==> config.mk <==
export PLATFORM = sky130hd
export DESIGN_NAME = i2c_byte_receiver
export DESIGN_NICKNAME = d
export VERILOG_FILES = /design/src/rtl/rxm_pkg.sv /design/src/rtl/rxm_baud.sv /design/src/rtl/rxm_seq.sv /design/src/rtl/i2c_byte_receiver.sv
export SDC_FILE = /design/constraint.sdc
export NUM_CORES = 1
export LEC_CHECK = 0
export BUFFER_PORTS_ARGS = -buffer_cell sky130_fd_sc_hd__buf_2
export CAP_MARGIN = 20
export CORE_MARGIN = 8
export CORE_UTILIZATION = 40
export CTS_CLUSTER_SIZE = 28
export DETAILED_ROUTE_END_ITERATION = 16
export GPL_ROUTABILITY_DRIVEN = 0
export PLACE_DENSITY = 0.62
export SLEW_MARGIN = 20
export SYNTH_ARGS = -nofsm -noshare
export SYNTH_HDL_FRONTEND = slang
export SYNTH_SLANG_ARGS = --single-unit
==> constraint.sdc <==
create_clock -name clk -period 1.6 [get_ports clk]
set_input_delay 0.16 -clock clk [delete_from_list [all_inputs] [get_ports clk]]
set_output_delay 0.16 -clock clk [all_outputs]
set_load 0.01 [all_outputs]
==> src/rtl/rxm_pkg.sv <==
package rxm_pkg;
  typedef enum logic [2:0] {
    ST_IDLE,
    ST_RX_LO,
    ST_RX_HI,
    ST_ACK_LO,
    ST_ACK_HI,
    ST_ACK_TAIL
  } rxm_state_e;
endpackage

==> src/rtl/rxm_baud.sv <==
module rxm_baud #(
  parameter int DIV_W = 8,
  parameter logic [DIV_W-1:0] DIV_RST = '0
) (
  input  logic             clk,
  input  logic             rst,
  input  logic             run_i,
  input  logic             div_we_i,
  input  logic [DIV_W-1:0] div_wdata_i,
  output logic             tick_o
);
  logic [DIV_W-1:0] div_q;
  logic [DIV_W-1:0] cnt_q;

  always_ff @(posedge clk) begin
    if (rst) div_q <= DIV_RST;
    else if (div_we_i) div_q <= div_wdata_i;
  end

  // frozen at the reload value while not running
  always_ff @(posedge clk) begin
    if (rst) cnt_q <= DIV_RST;
    else if (!run_i || cnt_q == '0) cnt_q <= div_q;
    else cnt_q <= cnt_q - 1'b1;
  end

  assign tick_o = run_i && (cnt_q == '0);

  // a rollover is followed by at least one idle count unless DIV is zero
  assert_tick_spacing_R2: assert property (@(posedge clk) disable iff (rst)
    (tick_o && div_q != '0 && !div_we_i) |=> !tick_o);
endmodule

==> src/rtl/rxm_seq.sv <==
module rxm_seq
  import rxm_pkg::*;
#(
  parameter int DATA_W = 8
) (
  input  logic              clk,
  input  logic              rst,
  input  logic              tick_i,
  input  logic              rx_req_i,
  input  logic              ack_req_i,
  input  logic              ack_nack_i,
  input  logic              sda_i,
  output logic              run_o,
  output logic              rx_busy_o,
  output logic              ack_busy_o,
  output logic              scl_oe_o,
  output logic              sda_oe_o,
  output logic              byte_done_o,
  output logic [DATA_W-1:0] byte_o,
  output logic              ack_done_o
);
  localparam int BIT_W = (DATA_W > 1) ? $clog2(DATA_W) : 1;
  localparam logic [BIT_W-1:0] LAST_BIT = BIT_W'(DATA_W - 1);

  rxm_state_e        st_q;
  logic [BIT_W-1:0]  bit_q;
  logic [DATA_W-1:0] sh_q;
  logic              scl_q;
  logic              sda_q;

  always_ff @(posedge clk) begin
    if (rst) begin
      st_q  <= ST_IDLE;
      bit_q <= '0;
      sh_q  <= '0;
      scl_q <= 1'b0;
      sda_q <= 1'b0;
    end else begin
      unique case (st_q)
        ST_IDLE: begin
          if (rx_req_i) begin
            st_q  <= ST_RX_LO;
            scl_q <= 1'b1;
            bit_q <= '0;
          end else if (ack_req_i) begin
            st_q  <= ST_ACK_LO;
            scl_q <= 1'b1;
            sda_q <= ~ack_nack_i;
          end
        end
        ST_RX_LO: begin
          if (tick_i) begin
            scl_q <= 1'b0;
            st_q  <= ST_RX_HI;
          end
        end
        ST_RX_HI: begin
          if (tick_i) begin
            scl_q <= 1'b1;
            sh_q  <= byte_o;
            if (bit_q == LAST_BIT) begin
              st_q <= ST_IDLE;
            end else begin
              bit_q <= bit_q + 1'b1;
              st_q  <= ST_RX_LO;
            end
          end
        end
        ST_ACK_LO: begin
          if (tick_i) begin
            scl_q <= 1'b0;
            st_q  <= ST_ACK_HI;
          end
        end
        ST_ACK_HI: begin
          if (tick_i) begin
            scl_q <= 1'b1;
            st_q  <= ST_ACK_TAIL;
          end
        end
        ST_ACK_TAIL: begin
          if (tick_i) begin
            sda_q <= 1'b0;
            st_q  <= ST_IDLE;
          end
        end
        default: st_q <= ST_IDLE;
      endcase
    end
  end

  generate
    if (DATA_W > 1) begin : g_wide
      assign byte_o = {sh_q[DATA_W-2:0], sda_i};
    end else begin : g_one
      assign byte_o = sda_i;
    end
  endgenerate

  assign run_o       = (st_q != ST_IDLE);
  assign rx_busy_o   = (st_q == ST_RX_LO) || (st_q == ST_RX_HI);
  assign ack_busy_o  = (st_q == ST_ACK_LO) || (st_q == ST_ACK_HI) || (st_q == ST_ACK_TAIL);
  assign byte_done_o = (st_q == ST_RX_HI) && tick_i && (bit_q == LAST_BIT);
  assign ack_done_o  = (st_q == ST_ACK_TAIL) && tick_i;
  assign scl_oe_o    = scl_q;
  assign sda_oe_o    = sda_q;

  assert_busy_req_ignored_R1: assert property (@(posedge clk) disable iff (rst)
    (st_q == ST_RX_HI && !tick_i && (rx_req_i || ack_req_i)) |=> (st_q == ST_RX_HI));

  assert_park_low_R4: assert property (@(posedge clk) disable iff (rst)
    byte_done_o |=> (scl_oe_o && !rx_busy_o));

  assert_ack_level_hold_R8: assert property (@(posedge clk) disable iff (rst)
    (st_q == ST_ACK_HI) |=> $stable(sda_oe_o));

  assert_rx_no_sda_drive_R3: assert property (@(posedge clk) disable iff (rst)
    rx_busy_o |-> !sda_oe_o);
endmodule

==> src/rtl/i2c_byte_receiver.sv <==
module i2c_byte_receiver #(
  parameter int DATA_W = 8,
  parameter int DIV_W  = 8,
  parameter logic [DIV_W-1:0] DIV_RST = DIV_W'(3)
) (
  input  logic              clk,
  input  logic              rst,
  input  logic              rx_req_i,
  input  logic              ack_req_i,
  input  logic              ack_nack_i,
  input  logic              div_we_i,
  input  logic [DIV_W-1:0]  div_wdata_i,
  input  logic              buf_we_i,
  input  logic [DATA_W-1:0] buf_wdata_i,
  input  logic              buf_re_i,
  input  logic              err_clr_i,
  input  logic              irq_clr_i,
  input  logic              sda_i,
  output logic              scl_oe_o,
  output logic              sda_oe_o,
  output logic [DATA_W-1:0] rd_data_o,
  output logic              full_o,
  output logic              irq_o,
  output logic              ovf_o,
  output logic              wcol_o,
  output logic              rx_busy_o,
  output logic              ack_busy_o
);
  logic              run;
  logic              tick;
  logic              rx_busy;
  logic              byte_done;
  logic              ack_done;
  logic [DATA_W-1:0] byte_in;

  rxm_baud #(.DIV_W(DIV_W), .DIV_RST(DIV_RST)) u_baud (
    .clk         (clk),
    .rst         (rst),
    .run_i       (run),
    .div_we_i    (div_we_i),
    .div_wdata_i (div_wdata_i),
    .tick_o      (tick)
  );

  rxm_seq #(.DATA_W(DATA_W)) u_seq (
    .clk         (clk),
    .rst         (rst),
    .tick_i      (tick),
    .rx_req_i    (rx_req_i),
    .ack_req_i   (ack_req_i),
    .ack_nack_i  (ack_nack_i),
    .sda_i       (sda_i),
    .run_o       (run),
    .rx_busy_o   (rx_busy),
    .ack_busy_o  (ack_busy_o),
    .scl_oe_o    (scl_oe_o),
    .sda_oe_o    (sda_oe_o),
    .byte_done_o (byte_done),
    .byte_o      (byte_in),
    .ack_done_o  (ack_done)
  );

  logic [DATA_W-1:0] rd_q;
  logic full_q, irq_q, ovf_q, wcol_q;

  // later statements win: setting events override clears
  always_ff @(posedge clk) begin
    if (rst) begin
      rd_q   <= '0;
      full_q <= 1'b0;
      irq_q  <= 1'b0;
      ovf_q  <= 1'b0;
      wcol_q <= 1'b0;
    end else begin
      if (irq_clr_i) irq_q <= 1'b0;
      if (byte_done || ack_done) irq_q <= 1'b1;
      if (err_clr_i) begin
        ovf_q  <= 1'b0;
        wcol_q <= 1'b0;
      end
      if (buf_re_i) full_q <= 1'b0;
      if (buf_we_i) begin
        if (rx_busy) wcol_q <= 1'b1;
        else rd_q <= buf_wdata_i;
      end
      if (byte_done) begin
        if (full_q) begin
          ovf_q <= 1'b1;
        end else begin
          rd_q   <= byte_in;
          full_q <= 1'b1;
        end
      end
    end
  end

  assign rd_data_o = rd_q;
  assign full_o    = full_q;
  assign irq_o     = irq_q;
  assign ovf_o     = ovf_q;
  assign wcol_o    = wcol_q;
  assign rx_busy_o = rx_busy;

  assert_read_clears_R5: assert property (@(posedge clk) disable iff (rst)
    (buf_re_i && !byte_done) |=> !full_q);

  assert_full_holds_R5: assert property (@(posedge clk) disable iff (rst)
    (full_q && !buf_re_i) |=> full_q);

  assert_overrun_keeps_R6: assert property (@(posedge clk) disable iff (rst)
    (byte_done && full_q) |=> (ovf_q && $stable(rd_q)));

  assert_collision_R7: assert property (@(posedge clk) disable iff (rst)
    (buf_we_i && rx_busy && !byte_done) |=> (wcol_q && $stable(rd_q)));

  assert_ovf_sticky_R9: assert property (@(posedge clk) disable iff (rst)
    (ovf_q && !err_clr_i) |=> ovf_q);

  assert_wcol_sticky_R9: assert property (@(posedge clk) disable iff (rst)
    (wcol_q && !err_clr_i) |=> wcol_q);

  assert_irq_on_done_R4: assert property (@(posedge clk) disable iff (rst)
    (byte_done || ack_done) |=> irq_q);
endmodule

# Yosys cells after proc, flatten, opt, wreduce, memory -nomap -nowiden
# Index checks and enable logic that the tools add are counted.
# Widths: inputs -> output; s select.
[op_classes]
add_sub_neg = 2
reduce_logical = 24
muxes = 37
n_bitwise = 1
eq_ne = 18
[ops]
columns = ["cell", "count"]
rows = [
  ["$mux 8", 5],
  ["$mux 3", 10],
  ["$mux 1", 18],
  ["$pmux 3 s6", 1],
  ["$ne 2x1->1 const B", 7],
  ["$reduce_and 4->1", 3],
  ["$eq 3x3->1 const B", 3],
  ["$logic_not 8->1", 1],
  ["$ne 2x2->1 const B", 4],
  ["$sub 8x1->8 const B", 1],
  ["$eq 3x2->1 const B", 2],
  ["$pmux 3 s2", 1],
  ["$reduce_and 6->1", 1],
  ["$reduce_bool 2->1", 3],
  ["$reduce_bool 3->1", 2],
  ["$logic_or 1x1->1", 5],
  ["$logic_and 1x1->1", 4],
  ["$reduce_or 2->1", 2],
  ["$add 3x1->3 const B", 1],
  ["$eq 3x1->1 const B", 1],
  ["$logic_not 3->1", 1],
  ["$ne 3x3->1 const B", 1],
  ["$pmux 1 s3", 1],
  ["$pmux 1 s2", 1],
  ["other kinds (3)", 3],
]
[totals]
word_cells = 94
regBits = 43

# Depth between registers and ports, before layout
[logic_depth]
word_depth = 6
mapped_depth = 7
ltp_nobuf = 6

# Hierarchy
# From an unflattened synthesis, not the netlist that was laid out.
[unflattened]
cells_unflattened = 230
area_unflattened_um2 = 2090.8
[by_module_without_submodules]
columns = ["mod", "area_per_inst_um2", "cells_per_inst", "n_inst", "seq_area_each_um2"]
rows = [
  ["rxm_seq", 792.0, 102, 1, 300.3],
  ["rxm_baud", 767.0, 76, 1, 320.3],
  ["i2c_byte_receiver", 531.8, 52, 1, 240.2],
]

# Worst setup path after synthesis
# OpenSTA, ideal clock, no wires.
[synth_path]
kind = "flip-flop to flip-flop"
startpoint = "register u_baud.cnt_q[0]"
endpoint = "register rd_q[0] (netlist: rd_data_o[0])"
path_slack_ps = -12
period_less_slack_ps = 1612
n_path_buf = 1
setup_ps = 136
stages_incl_launch_ff = 8
arrival_ps = 1477
cell_sequence = "dfxtp_1 -> inv_1 -> ha_1 -> nor3b_4 -> nand4_2 -> buf_4 -> nor2_1 -> a211oi_2"
[synth_via]
elab_chain_cells = 5
[synth_lines]
columns = ["item", "line", "source"]
rows = [
  ["from (decl)", "rxm_baud.sv:13", "logic [DIV_W-1:0] cnt_q;"],
  ["from (signal assigned)", "rxm_baud.sv:23", "else if (!run_i || cnt_q == '0) cnt_q <= div_q;"],
  ["from (signal assigned)", "rxm_baud.sv:24", "else cnt_q <= cnt_q - 1'b1;"],
  ["$logic_not 8->1", "rxm_baud.sv:27", "assign tick_o = run_i && (cnt_q == '0);"],
  ["$logic_and 1x1->1", "rxm_baud.sv:27", ""],
  ["$logic_and 1x1->1 (2 in series)", "rxm_seq.sv:103", "assign byte_done_o = (st_q == ST_RX_HI) && tick_i && (bit_q == LAST_BIT);"],
  ["$mux 8", "i2c_byte_receiver.sv:86", "if (byte_done) begin"],
  ["to (signal assigned)", "i2c_byte_receiver.sv:84", "else rd_q <= buf_wdata_i;"],
  ["to (signal assigned)", "i2c_byte_receiver.sv:90", "rd_q <= byte_in;"],
  ["to (decl)", "i2c_byte_receiver.sv:63", "logic [DATA_W-1:0] rd_q;"],
]
# Every way passes these cells.
# A chain may end at the register's enable or synchronous reset.

# Final worst setup path
[layout_path]
startpoint = "register u_baud.cnt_q[1]"
endpoint = "register u_seq.bit_q[0]"
[layout_via]
elab_chain_cells = 4
[layout_lines]
columns = ["item", "line", "source"]
rows = [
  ["$logic_not 8->1", "rxm_baud.sv:27", ""],
  ["$logic_and 1x1->1", "rxm_baud.sv:27", ""],
  ["$ne 2x1->1 (no line)", "--", ""],
  ["$reduce_and 4->1 (no line)", "--", ""],
  ["to (signal assigned)", "rxm_seq.sv:64", "bit_q <= bit_q + 1'b1;"],
  ["to (decl)", "rxm_seq.sv:26", "logic [BIT_W-1:0] bit_q;"],
]
# Every way passes these cells.

==> summary.txt <==
Outcome
  – Outcome: complete, but fails checks
  – Failing checks: setup timing

STA
  – Unrepaired setup endpoints after global routing: yes
  – Slew margin rel.: between 50% and 60%
  – Post-layout min period: between 1500 and 2000 ps
  – Final Hold Vio Count: 0
  – F_max: around 620 MHz
  – Final period util: 101%
  – Final WS setup: -8.88 ps
  – Slew Viols, Final: 0
  – Fin Setup TNS: -8.88 ps
  – Final hold slack: about 60 ps
  – Worst Tran Pin Value: approximately 610 ps
  – Fin Clk Skew: 2.18 ps
  – Final Setup Violations: 1

Floorplanning
  – Die area: about 7600 µm²
  – Core Area: approximately 5000 µm²
  – Boundary pin count: between 40 and 50
  – Die span in y: approximately 87 µm
  – # rows: 26
  – Die span in x: around 87 µm
  – Initial Utilization: about 40%

Synth
  – Yosys cell types: roughly 40
  – Synth warnings: 0
  – Synth Flop Type: dfxtp_1
  – Async SR Flop Fraction: 0%
  – Post-synthesis instance total: 220
  – Mapped Area: a little over 2000 µm²
  – Synth Register Bits: 43
  – Seq/Total Area, Yosys: roughly 42%
  – Syn avg cell area: slightly above 9 µm²
  – Number of synthesized flops with an enable pin: 0
  – Post-synth net total: between 200 and 300

Power
  – Clock Power Share: between 10% and 20%
  – Pwr dens: ~1500 nW/µm²
  – Seq pwr share: a little under two fifths
  – P_int: 0.00251 W
  – VDD IR max: between 0.7 and 0.8 mV
  – Gate power share: between 40% and 50%
  – Switch share: between 30% and 40%
  – Cell leakage power: about 1.2 nW
  – Net Sw Power: between 0.001 and 0.0015 W

Placement
  – DP Worst Slack: -48.4 ps
  – Hpwl dp: 3110 µm
  – DP Cell Count: about 340
  – Port bufs: 42

Finish
  – Area occupied by registers: ~860 µm²
  – Final cell count without fillers: between 300 and 400
  – Fillers: 500
  – Inserted Diodes: 0
  – Layout cell share with drive strength beyond 1: approximately two fifths
  – Multi-input gate area: between 1000 and 1500 µm²
  – Final #Nets: slightly above 300
  – Layout area overhead: 30.9%

Min path
  – Hold Path Class: in2reg
  – Hold endpoint: u_baud.div_q[0]
  – Min-Delay Startpoint: div_wdata_i[0]
  – Hold Path Depth: 2

Worst setup path
  – Slack of the worst reg-to-reg path: -9 ps
  – Worst r2r src: u_baud.cnt_q[1]
  – CP max stage delay: around 380 ps
  – FF-to-FF path depth: 7
  – Crit path DAT: approximately 1800 ps
  – Max Fanout on Critical Path: 5
  – CP Buf/Inv Count: 2
  – Cell family with most CP delay: simple AND/OR/NAND/NOR gates
  – Worst setup EP type: flip-flop
  – Slowest CP cell: or3_4
  – Crit path required time: approximately 1800 ps
  – R2r endpoint: u_seq.bit_q[0]
  – CP Launch Type: flip-flop
  – Cell chain of the critical path: inv_2, ha_4, nor3b_4, buf_4, nand3_2, or3_4, a21oi_2
  – Critical setup path kind: reg2reg

Routing
  – Detailed-route DRC error count: 0
  – Via count: ~1700
  – Final wirelength: 4310 µm
  – First-pass DRT Iterations: 4
  – Final ANT Viol Nets: 0
  – Via-to-Cell Ratio: just under 5
  – DR iter-0 viols: 65
  – Wire length per cell: 12.3 µm

Clocking
  – H-tree Lvls: 2
  – Root Driver: clkbuf_8
  – Clock Tree Buf Depth: 2
  – CTS tree: built
  – Num CTS Buffers: 5
  – CTS sink cnt: between 40 and 50
  – Worst-skew pair later-pin latency: just under 300 ps
  – Clk slew on worst S/H paths: approximately 80 ps

Global routing
  – GR Util All Layers: 12.0%
  – Vias in the first global route: about 1600
  – GRT overflow: 0
  – Largest net degree at the start of global routing: 30
  – Global-route wire length before repair: slightly above 7000 µm
  – Initial antenna violation count: 0

Run
  – Max-cap violations: 0
[placed cells by master, fill, tap and decap left out, types with 5 or more instances in the layout]
| cell | n |
|---|---|
| dfxtp_1 | 40 |
| mux2i_1 | 16 |
| buf_4 | 21 |
| nor2b_1 | 5 |
| a21oi_1 | 13 |
| nor2_1 | 24 |
| a211oi_2 | 8 |
| a211o_1 | 5 |
| a211oi_1 | 6 |
| nand2_1 | 20 |
| nand3_1 | 6 |
| clkbuf_8 | 7 |
| buf_2 | 42 |
| nor2_2 | 5 |
[Yosys cell counts (2+ instances only)]
master / instances / area share, %
a211o_1: 5 / 2.2
a211oi_1: 6 / 2.2
a211oi_2: 8 / 4.9
a21o_1: 2 / 0.74
a21oi_1: 15 / 3.7
a22oi_1: 2 / 0.74
buf_2: 2 / 0.49
buf_4: 4 / 1.5
clkbuf_1: 7 / 1.3
dfxtp_1: 43 / 42
ha_1: 4 / 2.5
inv_1: 4 / 0.74
mux2i_1: 16 / 7.9
nand2_1: 21 / 3.9
nand2b_1: 4 / 1.2
nand3_1: 6 / 1.5
nor2_1: 30 / 5.6
nor2b_1: 8 / 2.5
nor3_1: 2 / 0.49
o21ai_0: 5 / 1.2
o31ai_1: 2 / 0.74
xnor2_1: 3 / 1.3
xor2_1: 3 / 1.3
[per-layer routing]
layer	track usage (%)	share of wire [%]
met4	4.69	0.93
met1	13.9	47
met5	0	0
met3	4.34	7.2
met2	19.5	44
[power groups by stage]
stage	Sequential (W)	Combinational (W)	Clock (W)
floorplan	0.00147	0.00108	0
global placement	0.00146	0.00160	0
detailed placement	0.00146	0.00162	0
CTS	0.00145	0.00167	0.000785
global route	0.00148	0.00192	0.000820
finish	0.00145	0.00172	0.000764
[what timing repair did]
action	4_1_cts	5_1_grt
resized for setup	10	18
hold buffers	0	0
buffers inserted	4	2
pin swaps	2	4
setup endpoints to repair	5	30
hold endpoints to repair	0	0
[worst max path at each step]
| stage | from | endpoint | slack [ps] | depth (start not counted) |
|---|---|---|---|---|
| floorplan | u_baud.cnt_q[0] | rd_data_o[0] | -10 | 7 |
| global placement | u_seq.bit_q[0] | rd_data_o[3] | 40 | 7 |
| detailed placement | u_baud.cnt_q[1] | u_seq.bit_q[0] | -50 | 7 |
| CTS | u_baud.cnt_q[0] | u_seq.bit_q[0] | -1 | 7 |
| global route | u_baud.cnt_q[1] | u_seq.bit_q[0] | -110 | 7 |
| finish | u_baud.cnt_q[1] | u_seq.bit_q[0] | -9 | 7 |
[state kept, by name, indices dropped and copies added, names as in the netlist]
name and cells:
u_seq.st_q 3, full_o 1, rd_data_o 8, u_seq.sda_oe_o 1, irq_o 1, u_seq.bit_q 3
u_seq.scl_oe_o 1, u_baud.cnt_q 8, u_baud.div_q 8, u_seq.sh_q 7, ovf_o 1, wcol_o 1
[cell type report]
type | instances | share of cell area (%)
repair buffers | 66 | 15.8
multi-input cells | 160 | 43.9
inverters | 4 | 0.566
flip-flops and latches | 43 | 32.6
well taps | 70 | 3.30
clock buffers | 8 | 3.78
[cell families (layout without fill, tap and decap cells)]
logic type | after synthesis | in the layout | synth area share, %
AOI/OAI and AO/OA | 53 | 53 | 20.1
xor gates and xnor gates | 6 | 6 | 2.59
adders and majority gates | 4 | 4 | 2.47
buffers and inverters | 17 | 78 | 4.01
DFF | 43 | 43 | 42.5
muxes | 16 | 16 | 7.91
and+or+nand+nor | 81 | 81 | 20.4
[per-stage QoR]
stage | utilization, % | cell area (µm²) | total power, W
3_5_place_dp | 48.4 | 2420 | 0.00308
2_1_floorplan | - | 2030 | 0.00255
6_report | 52.9 | 2650 | 0.00394
5_1_grt | 52.9 | 2650 | 0.00422
3_3_place_gp | 48.4 | 2420 | 0.00306
4_1_cts | 51.4 | 2580 | 0.00390
Note: power is estimated with default switching activity, not from simulation.
